$ cat src/rtl/sdram_chk_pkg.sv
package sdram_chk_pkg;

    localparam int NBANK  = 4;
    localparam int BANK_W = $clog2(NBANK);

    typedef enum logic [3:0] {
        OP_NOP  = 4'd0,
        OP_ACT  = 4'd1,
        OP_RD   = 4'd2,
        OP_WR   = 4'd3,
        OP_PRE  = 4'd4,
        OP_BST  = 4'd5,
        OP_REF  = 4'd6,
        OP_SREF = 4'd7,
        OP_MRS  = 4'd8
    } op_e;

    typedef enum logic [3:0] {
        V_NONE       = 4'd0,
        V_MRS_GAP    = 4'd1,
        V_MODE_OPEN  = 4'd2,
        V_REF_OPEN   = 4'd3,
        V_BL_BAD     = 4'd4,
        V_ACT_OPEN   = 4'd5,
        V_T_RC       = 4'd6,
        V_T_RP       = 4'd7,
        V_T_RRD      = 4'd8,
        V_AP_BUSY    = 4'd9,
        V_COL_CLOSED = 4'd10,
        V_T_RCD      = 4'd11,
        V_T_RAS_MIN  = 4'd12,
        V_T_RAS_MAX  = 4'd13,
        V_T_WR       = 4'd14
    } viol_e;

    typedef struct packed {
        op_e               op;
        logic [BANK_W-1:0] bank;
        logic              a10;
        logic [2:0]        blc;
    } cmd_t;

    typedef struct packed {
        logic open;
        logic ap_busy;
        logic rcd_ok;
        logic ras_ok;
        logic ras_max_ok;
        logic rc_ok;
        logic rp_ok;
        logic wr_ok;
    } bank_stat_t;

    function automatic op_e decode_op(input logic ras_n, input logic cas_n,
                                      input logic we_n, input logic cke_now);
        op_e r;
        case ({ras_n, cas_n, we_n})
            3'b011:  r = OP_ACT;
            3'b101:  r = OP_RD;
            3'b100:  r = OP_WR;
            3'b010:  r = OP_PRE;
            3'b110:  r = OP_BST;
            3'b001:  r = cke_now ? OP_REF : OP_SREF;
            3'b000:  r = OP_MRS;
            default: r = OP_NOP;
        endcase
        return r;
    endfunction

    // Half burst length (clocks of data) for a burst code, 0 when unsupported.
    function automatic logic [2:0] bl_half_of(input logic [2:0] code);
        logic [2:0] r;
        case (code)
            3'd1:    r = 3'd1;
            3'd2:    r = 3'd2;
            3'd3:    r = 3'd4;
            default: r = 3'd0;
        endcase
        return r;
    endfunction

endpackage

$ cat src/rtl/chk_bank.sv
module chk_bank
    import sdram_chk_pkg::*;
#(
    parameter int IDX       = 0,
    parameter int T_RCD     = 3,
    parameter int T_RP      = 3,
    parameter int T_RAS     = 7,
    parameter int T_RAS_MAX = 11667,
    parameter int T_RC      = 10,
    parameter int T_WR      = 3
) (
    input  logic       clk,
    input  logic       rst,
    input  cmd_t       cmd,
    input  logic [2:0] bl_half,
    output bank_stat_t st
);
    localparam int CNT_W = $clog2(T_RC + T_RP + T_WR + 8);
    localparam int AGE_W = $clog2(T_RAS_MAX + 2);
    localparam int NCNT  = 6;
    localparam int C_RCD = 0;
    localparam int C_RAS = 1;
    localparam int C_RC  = 2;
    localparam int C_RP  = 3;
    localparam int C_WR  = 4;
    localparam int C_AP  = 5;
    localparam logic [AGE_W-1:0] AGE_SAT = AGE_W'(T_RAS_MAX + 1);

    logic [CNT_W-1:0] cnt [NCNT];
    logic [AGE_W-1:0] age_q;
    logic             open_q;
    logic             is_me, hit_act, hit_col, hit_pre;

    assign is_me   = (cmd.bank == BANK_W'(IDX));
    assign hit_act = (cmd.op == OP_ACT) && is_me;
    assign hit_col = ((cmd.op == OP_RD) || (cmd.op == OP_WR)) && is_me;
    assign hit_pre = (cmd.op == OP_PRE) && (cmd.a10 || is_me);

    // Each counter holds the clocks still missing before its rule is met.
    always_ff @(posedge clk) begin
        if (rst) begin
            for (int i = 0; i < NCNT; i++) cnt[i] <= '0;
            age_q  <= '0;
            open_q <= 1'b0;
        end else begin
            for (int i = 0; i < NCNT; i++)
                if (cnt[i] != '0) cnt[i] <= cnt[i] - 1'b1;
            if (open_q && age_q != AGE_SAT) age_q <= age_q + 1'b1;

            if (hit_act) begin
                open_q     <= 1'b1;
                age_q      <= AGE_W'(1);
                cnt[C_RCD] <= CNT_W'(T_RCD - 1);
                cnt[C_RAS] <= CNT_W'(T_RAS - 1);
                cnt[C_RC]  <= CNT_W'(T_RC - 1);
            end
            if (hit_col) begin
                if (cmd.op == OP_WR)
                    cnt[C_WR] <= CNT_W'(int'(bl_half) + T_WR - 1);
                if (cmd.a10) begin
                    open_q    <= 1'b0;
                    cnt[C_RP] <= CNT_W'(int'(bl_half) + T_RP - 1);
                    if (cmd.op == OP_WR)
                        cnt[C_AP] <= CNT_W'(int'(bl_half) - 1);
                end
            end
            if (hit_pre && open_q) begin
                open_q    <= 1'b0;
                cnt[C_RP] <= CNT_W'(T_RP - 1);
            end
        end
    end

    always_comb begin
        st.open       = open_q;
        st.ap_busy    = (cnt[C_AP] != '0);
        st.rcd_ok     = (cnt[C_RCD] == '0);
        st.ras_ok     = (cnt[C_RAS] == '0);
        st.ras_max_ok = (age_q <= AGE_W'(T_RAS_MAX));
        st.rc_ok      = (cnt[C_RC] == '0);
        st.rp_ok      = (cnt[C_RP] == '0);
        st.wr_ok      = (cnt[C_WR] == '0);
    end

    // an activate leaves the bank open on the next clock
    a_r5_act_opens: assert property (@(posedge clk) disable iff (rst)
        hit_act |=> open_q);

    // a bank inside its auto-precharge write burst is never open
    a_r11_ap_bank_closed: assert property (@(posedge clk) disable iff (rst)
        (cnt[C_AP] != '0) |-> !open_q);

    // a precharge of an open bank blocks the next activate timing
    a_r6_pre_blocks_act: assert property (@(posedge clk) disable iff (rst)
        (hit_pre && open_q && !hit_act && T_RP > 1) |=> (cnt[C_RP] != '0));
endmodule

$ cat config.mk
export PLATFORM = sky130hd
export DESIGN_NAME = chk_bank
export DESIGN_NICKNAME = d
export VERILOG_FILES = /design/src/rtl/sdram_chk_pkg.sv /design/src/rtl/chk_bank.sv
export SDC_FILE = /design/constraint.sdc
export NUM_CORES = 1
export LEC_CHECK = 0
export BUFFER_PORTS_ARGS = -buffer_cell sky130_fd_sc_hd__clkbuf_2
export CAP_MARGIN = 40
export CORE_ASPECT_RATIO = 0.75
export CORE_MARGIN = 2
export CORE_UTILIZATION = 40
export DETAILED_ROUTE_END_ITERATION = 6
export GPL_TIMING_DRIVEN = 0
export PLACE_DENSITY_LB_ADDON = 0.12
export SETUP_SLACK_MARGIN = 0.15
export SLEW_MARGIN = 15
export SYNTH_ARGS = -nofsm -noshare
export SYNTH_HDL_FRONTEND = slang
export SYNTH_SLANG_ARGS = --single-unit
$ cat constraint.sdc
create_clock -name clk -period 3.8 [get_ports clk]
set_input_delay 0.19 -clock clk [delete_from_list [all_inputs] [get_ports clk]]
set_output_delay 0.19 -clock clk [all_outputs]
set_load 0.02 [all_outputs]
==> impl_metrics.env, run 1 <==
export IMPL_portBuffers=19
export IMPL_cts_sinks=45
export IMPL_io_pins=23
export IMPL_cts_buffers=5
export IMPL_area_growth_pct=11.5
export IMPL_cp_required_ps=3610
export IMPL_fp_dieArea_um2=7330
export IMPL_synth_xor_area_share_pct=8.22
export IMPL_crit_path_start_kind="flip-flop"
export IMPL_n_antenna_cell=0
export IMPL_rsz0062_at_grt="no"
export IMPL_syn_area_um2=2660
export IMPL_grt_max_degree=15
export IMPL_nets=330
export IMPL_cp_buffers_inverters=3
export IMPL_pwr_density_cell_nw_per_um2=661
export IMPL_synth_warnings=0
export IMPL_tightest_slew_ps=635
export IMPL_placedInstanceArea_um2=2860
export IMPL_peakVddDrop_uv=363
export IMPL_initialDrtViolationCount=91
export IMPL_synth_area_per_cell_um2=9.79
export IMPL_core_um2=6380
export IMPL_drc=0
export IMPL_stdcell_count=380
export IMPL_synth_cells=272
export IMPL_min_path_type="primary input to flip-flop"
export IMPL_place_ws_ps=1880
export IMPL_grt_usage_pct=15.7
export IMPL_synth_edf_count=30
export IMPL_post_route_min_period_ps=2100
export IMPL_fillers=624
export IMPL_cpMostUsedCell="inv_1"
export IMPL_die_y_um=74.7
export IMPL_clockBufferDepth=2
export IMPL_layout_drive_gt1_share_pct=14.4
export IMPL_p_total_mw=1.96
export IMPL_crit_family="simple AND/OR/NAND/NOR gates"
export IMPL_yosys_area_share_simple_pct=24.3
export IMPL_fin_area_um2=2970
export IMPL_grt_pass1_vias=1919
export IMPL_whs_ps=249
export IMPL_drv_slew=0
export IMPL_fin_util_pct=46.5
export IMPL_setup_ws_ps=1700
export IMPL_endpoint_kind="output pin"
export IMPL_post_cts_buffers=0
export IMPL_vias_per_cell=5.31
export IMPL_relSlewSlack_pct=57.6
export IMPL_cp_cell_sequence="inv_1 -> ha_1 -> or3b_2 -> nor2_1 -> inv_1 -> clkbuf_2"
export IMPL_max_stage_delay_ps=470
export IMPL_avgRoutedWirePerCell_um=13.7
export IMPL_ys_seq_area_share_pct=45.1
export IMPL_num_rows=25
export IMPL_grt_remaining_overflow=0
export IMPL_clock_skew_ps=3.86
export IMPL_synth_top_family_by_area="simple AND/OR/NAND/NOR gates"
export IMPL_start_util_pct=41.7
export IMPL_cts_htree_levels=2
export IMPL_drv_cap=0
export IMPL_wl_um=5190
export IMPL_cts_resized_gates=0
export IMPL_synth_async_sr_flop_share_pct=0
export IMPL_drtAntennaViolNets=0
export IMPL_setup_viol=0
export IMPL_crit_fanout=3
export IMPL_finalHoldViolCount=0
export IMPL_synth_fa_ha_area_share_pct=7.99
export IMPL_cts_tree="built"
export IMPL_gp_congestion=0.755
export IMPL_critPathSlowestCell="or3b_2"
export IMPL_clk_latency_ps=300
export IMPL_path_class="flip-flop to output pin"
export IMPL_antenna_found_initial=0
export IMPL_hold_buffers=0
export IMPL_dr_pass1_iters=4
export IMPL_vias=2017
export IMPL_finalSetupTns_ps=0
export IMPL_synth_cell_type_count=48
export IMPL_cts_root_buf="clkbuf_8"
export IMPL_arrival_ps=1910
export IMPL_grt_first_pass_wirelength_um=9230
export IMPL_ys_flop_type="edfxtp_1"
export IMPL_outcome="completed"
export IMPL_clk_pin_slew_ps=90
export IMPL_fmax_mhz=475
export IMPL_chipWidth_um=98.2
export IMPL_synth_compound_area_share_pct=9.54
export IMPL_fin_crit_sh_pct=55.4
export IMPL_syn_nets=304
export IMPL_leakage_nw=1.12
export IMPL_hpwl_um=3860
export IMPL_placed_cells=372
export IMPL_synthMuxAreaShare_pct=0.376
export IMPL_ys_ff_latch=45
==> power by group <==
group          internal, mW  switching, mW
Clock                 0.194          0.169
Sequential            0.729          0.107
Combinational         0.340          0.425
==> registers in the layout, indices dropped and copies added (netlist names) <==
signal	cells
cnt	30
age_q	14
open_q	1
==> Yosys cell counts (2+ instances only) <==
library cell	n	area, um^2
ha_1	17	213
nand4_1	10	62.6
o21ai_1	6	30.0
nand4bb_1	2	22.5
and4_1	2	17.5
nand2b_1	2	12.5
or3_1	5	31.3
dfxtp_1	15	300
nand2_1	26	97.6
and3_1	2	12.5
o31ai_1	2	15.0
nor2_1	18	67.6
or2_2	3	18.8
nand3_1	5	25.0
nor3_1	22	110
xor2_1	11	96.3
nor4b_2	3	45.0
o21ai_0	6	30.0
or3b_1	2	17.5
nor4b_1	3	26.3
xnor2_1	14	123
edfxtp_1	30	901
a21oi_1	14	70.1
inv_1	20	75.1
o22ai_1	6	37.5
buf_2	4	20.0
==> path summary, 6_finish.rpt <==
path | from | endpoint | slack [ps] | cells past startpoint
min reg2reg | age_q[13] | age_q[13] | 510 | 2
max | cnt[0][25] | st[6] | 1700 | 6
max reg2reg | cnt[0][25] | cnt[0][25] | 1830 | 6
min | bl_half[1] | cnt[0][21] | 250 | 2
==> layout make-up <==
cell class,count,area [um^2],area share (%)
Timing Repair Buffer,19,95.1,3.20
Tap cell,81,101,3.41
Sequential cell,45,1200,40.5
Inverter,20,75.1,2.53
Multi-Input combinational cell,200,1340,45.3
Clock buffer,5,68.8,2.32
Buffer,7,42.5,1.43
Clock inverter,3,41.3,1.39
==> per-layer routing <==
layer / global-route usage, % / up-vias / wire length [um]
met4: 4.11 / 0 / 53
li1: - / 1034 / -
met1: 23.3 / 945 / 2820
met5: 0 / - / 0
met2: 23.4 / 34 / 2120
met3: 3.44 / 4 / 201
==> logic make-up after synthesis <==
family,count (synthesis)
XOR/XNOR,25
AO/OA/AOI/OAI,42
buffers and inverters,27
multiplexers,1
AND/OR/NAND/NOR,115
adder cells (fa/ha/maj),17
flip-flops,45
==> layout by cell type (no fill, tap or decap), drive strengths merged, types with 2 or more instances in the layout <==
cell      n
a21oi    15
and3      2
and4      2
buf       6
clkbuf   25
dfxtp    15
edfxtp   30
ha       17
inv      20
nand2    26
nand2b    2
nand3     5
nand4    10
nand4bb   2
nor2     18
nor3     23
nor3b     2
nor4b     6
o21ai    12
o22ai     6
o31ai     2
or2       4
or3       5
or3b      3
xnor2    14
xor2     11
No activity file was read; power rests on OpenSTA's default activity.
==> run 2, diff against run 1 <==
==> constraint.sdc (replaced) <==
create_clock -name clk -period 2.1 [get_ports clk]
set_input_delay 0.105 -clock clk [delete_from_list [all_inputs] [get_ports clk]]
set_output_delay 0.105 -clock clk [all_outputs]
set_load 0.02 [all_outputs]
==> run 2 against run 1 <==
Effect of this change:
- clock skew up 11 ps
- die area unchanged
- register-to-register slack worse by 1500 ps
- worst setup slack worse by 1400 ps
- sequential power up 85%
- final area up 1.3%
- sequential share of layout area down 0.50 points
- sequential cell count unchanged
- non-clock buffer count up 1
- final cell count up 0.26%
- largest cell class unchanged
- clock power up 49%
- highest routed layer unchanged
==> impl_metrics.env, run 2 (synthesis results as in run 1) <==
export IMPL_outcome="completed"
export IMPL_largest_reg_flops=30
export IMPL_antenna_found_initial=0
export IMPL_hpwl_um=3970
export IMPL_peakVddDrop_uv=552
export IMPL_max_stage_delay_ps=420
export IMPL_cts_sinks=45
export IMPL_n_antenna_cell=0
export IMPL_io_pins=23
export IMPL_reg_top3="cnt (30), age_q (14), open_q (1)"
export IMPL_endpoint_kind="output pin"
export IMPL_grt_usage_pct=15.4
export IMPL_layout_commonest_cell="edfxtp_1"
export IMPL_clk_pin_slew_ps=80
export IMPL_drv_cap=0
export IMPL_vias_per_cell=5.31
export IMPL_chipWidth_um=98.2
export IMPL_gp_congestion=0.753
export IMPL_core_um2=6380
export IMPL_fin_area_um2=3010
export IMPL_path_class="flip-flop to output pin"
export IMPL_wl_um=5280
export IMPL_setup_viol=0
export IMPL_fmax_mhz=552
export IMPL_layout_drive_gt1_share_pct=16.0
export IMPL_cts_htree_levels=2
export IMPL_clock_skew_ps=15.0
export IMPL_hold_buffers=0
export IMPL_relSlewSlack_pct=61.6
export IMPL_drc=0
export IMPL_area_growth_pct=12.9
export IMPL_arrival_ps=1710
export IMPL_nets=331
export IMPL_vias=2024
export IMPL_crit_path_start_kind="flip-flop"
export IMPL_critPathSlowestCell="edfxtp_1"
export IMPL_min_path_type="primary input to flip-flop"
export IMPL_grt_remaining_overflow=0
export IMPL_num_rows=25
export IMPL_die_y_um=74.7
export IMPL_rsz0062_at_grt="no"
export IMPL_post_route_min_period_ps=1810
export IMPL_clk_latency_ps=300
export IMPL_placedInstanceArea_um2=2870
export IMPL_grt_max_degree=16
export IMPL_drtAntennaViolNets=0
export IMPL_grt_pass1_vias=1946
export IMPL_clockBufferDepth=2
export IMPL_portBuffers=19
export IMPL_cp_required_ps=2000
export IMPL_largest_register="cnt"
export IMPL_finalHoldViolCount=0
export IMPL_layout_common_cells="30 x edfxtp_1, 26 x nand2_1, 22 x nor3_1"
export IMPL_fp_dieArea_um2=7330
export IMPL_tightest_slew_ps=576
export IMPL_grt_first_pass_wirelength_um=9060
export IMPL_avgRoutedWirePerCell_um=13.9
export IMPL_dr_pass1_iters=4
export IMPL_cpMostUsedCell="inv_1"
export IMPL_initialDrtViolationCount=84
export IMPL_fin_crit_sh_pct=86.3
export IMPL_crit_fanout=3
export IMPL_cts_buffers=5
export IMPL_pwr_density_cell_nw_per_um2=1190
export IMPL_cts_tree="built"
export IMPL_finalSetupTns_ps=0
export IMPL_start_util_pct=41.7
export IMPL_cp_cell_sequence="inv_1 -> ha_1 -> or3b_4 -> nor2_4 -> inv_1 -> clkbuf_2"
export IMPL_drv_slew=0
export IMPL_cts_root_buf="clkbuf_8"
export IMPL_leakage_nw=1.15
[run 2: changes by cell type in the layout (fill, tap and decap cells not counted), sizes merged]
cell	change
buf	+1
bufinv	-1
clkinv	+2
clkinvlp	-1
[run 2: final timing paths]
| check | from | end | slack [ps] | cells after the start |
|---|---|---|---|---|
| setup / recovery | cnt[0][25] | st[6] | 290 | 6 |
| hold / removal | bl_half[1] | cnt[0][21] | 170 | 2 |
| setup reg to reg | cnt[0][25] | cnt[0][29] | 360 | 5 |
| hold reg to reg | age_q[13] | age_q[13] | 530 | 2 |
[run 2: repair_timing]
item                       in CTS  in global routing
resized for setup               1                  5
setup buffers                   0                  1
setup endpoints to repair       1                 14
pin swaps                       0                  0
[run 2: through the flow]
stage          worst slack (ps)  total power [mW]  hold WS [ps]  instances  utilization, %
2_1_floorplan               255              2.60           332        272               -
3_3_place_gp                177              2.93           485        372            45.0
3_5_place_dp                180              2.94           478        372            45.0
4_1_cts                     167              3.51           155        380            46.5
5_1_grt                     240              3.86           166        381            47.1
6_report                    289              3.57           167        381            47.1
[run 2: power by group]
group          internal, mW  switching (mW)  leakage (nW)
Clock                 0.236           0.306        0.0481
Combinational         0.693           0.785         0.637
Sequential             1.32           0.228         0.461
Total                  2.25            1.32          1.15
[run 2: metal layers]
layer	vias to the layer above	track usage [%]	wire length [um]
met5	-	0	0
met4	0	4.41	46
met3	4	3.44	222
met2	34	23.2	2220
met1	952	22.7	2790
li1	1034	-	-
[run 2: worst max-delay path, delay by kind of cell, from the launching register on]
kind,cells,cell delay [ps]
adder cells (fa/ha/maj),1,180
buffers and inverters,3,280
flip-flops,1,420
AND/OR/NAND/NOR,2,530
[run 2: cell type report]
type                       count  area (um^2)
clock inverter                 3         22.5
buffer                         7         42.5
timing repair buffer          20          103
sequential                    45         1200
inverter                      20         75.1
multi-input combinational    200         1390
clock buffer                   5         68.8
tap                           81          101
fill                         641         3370
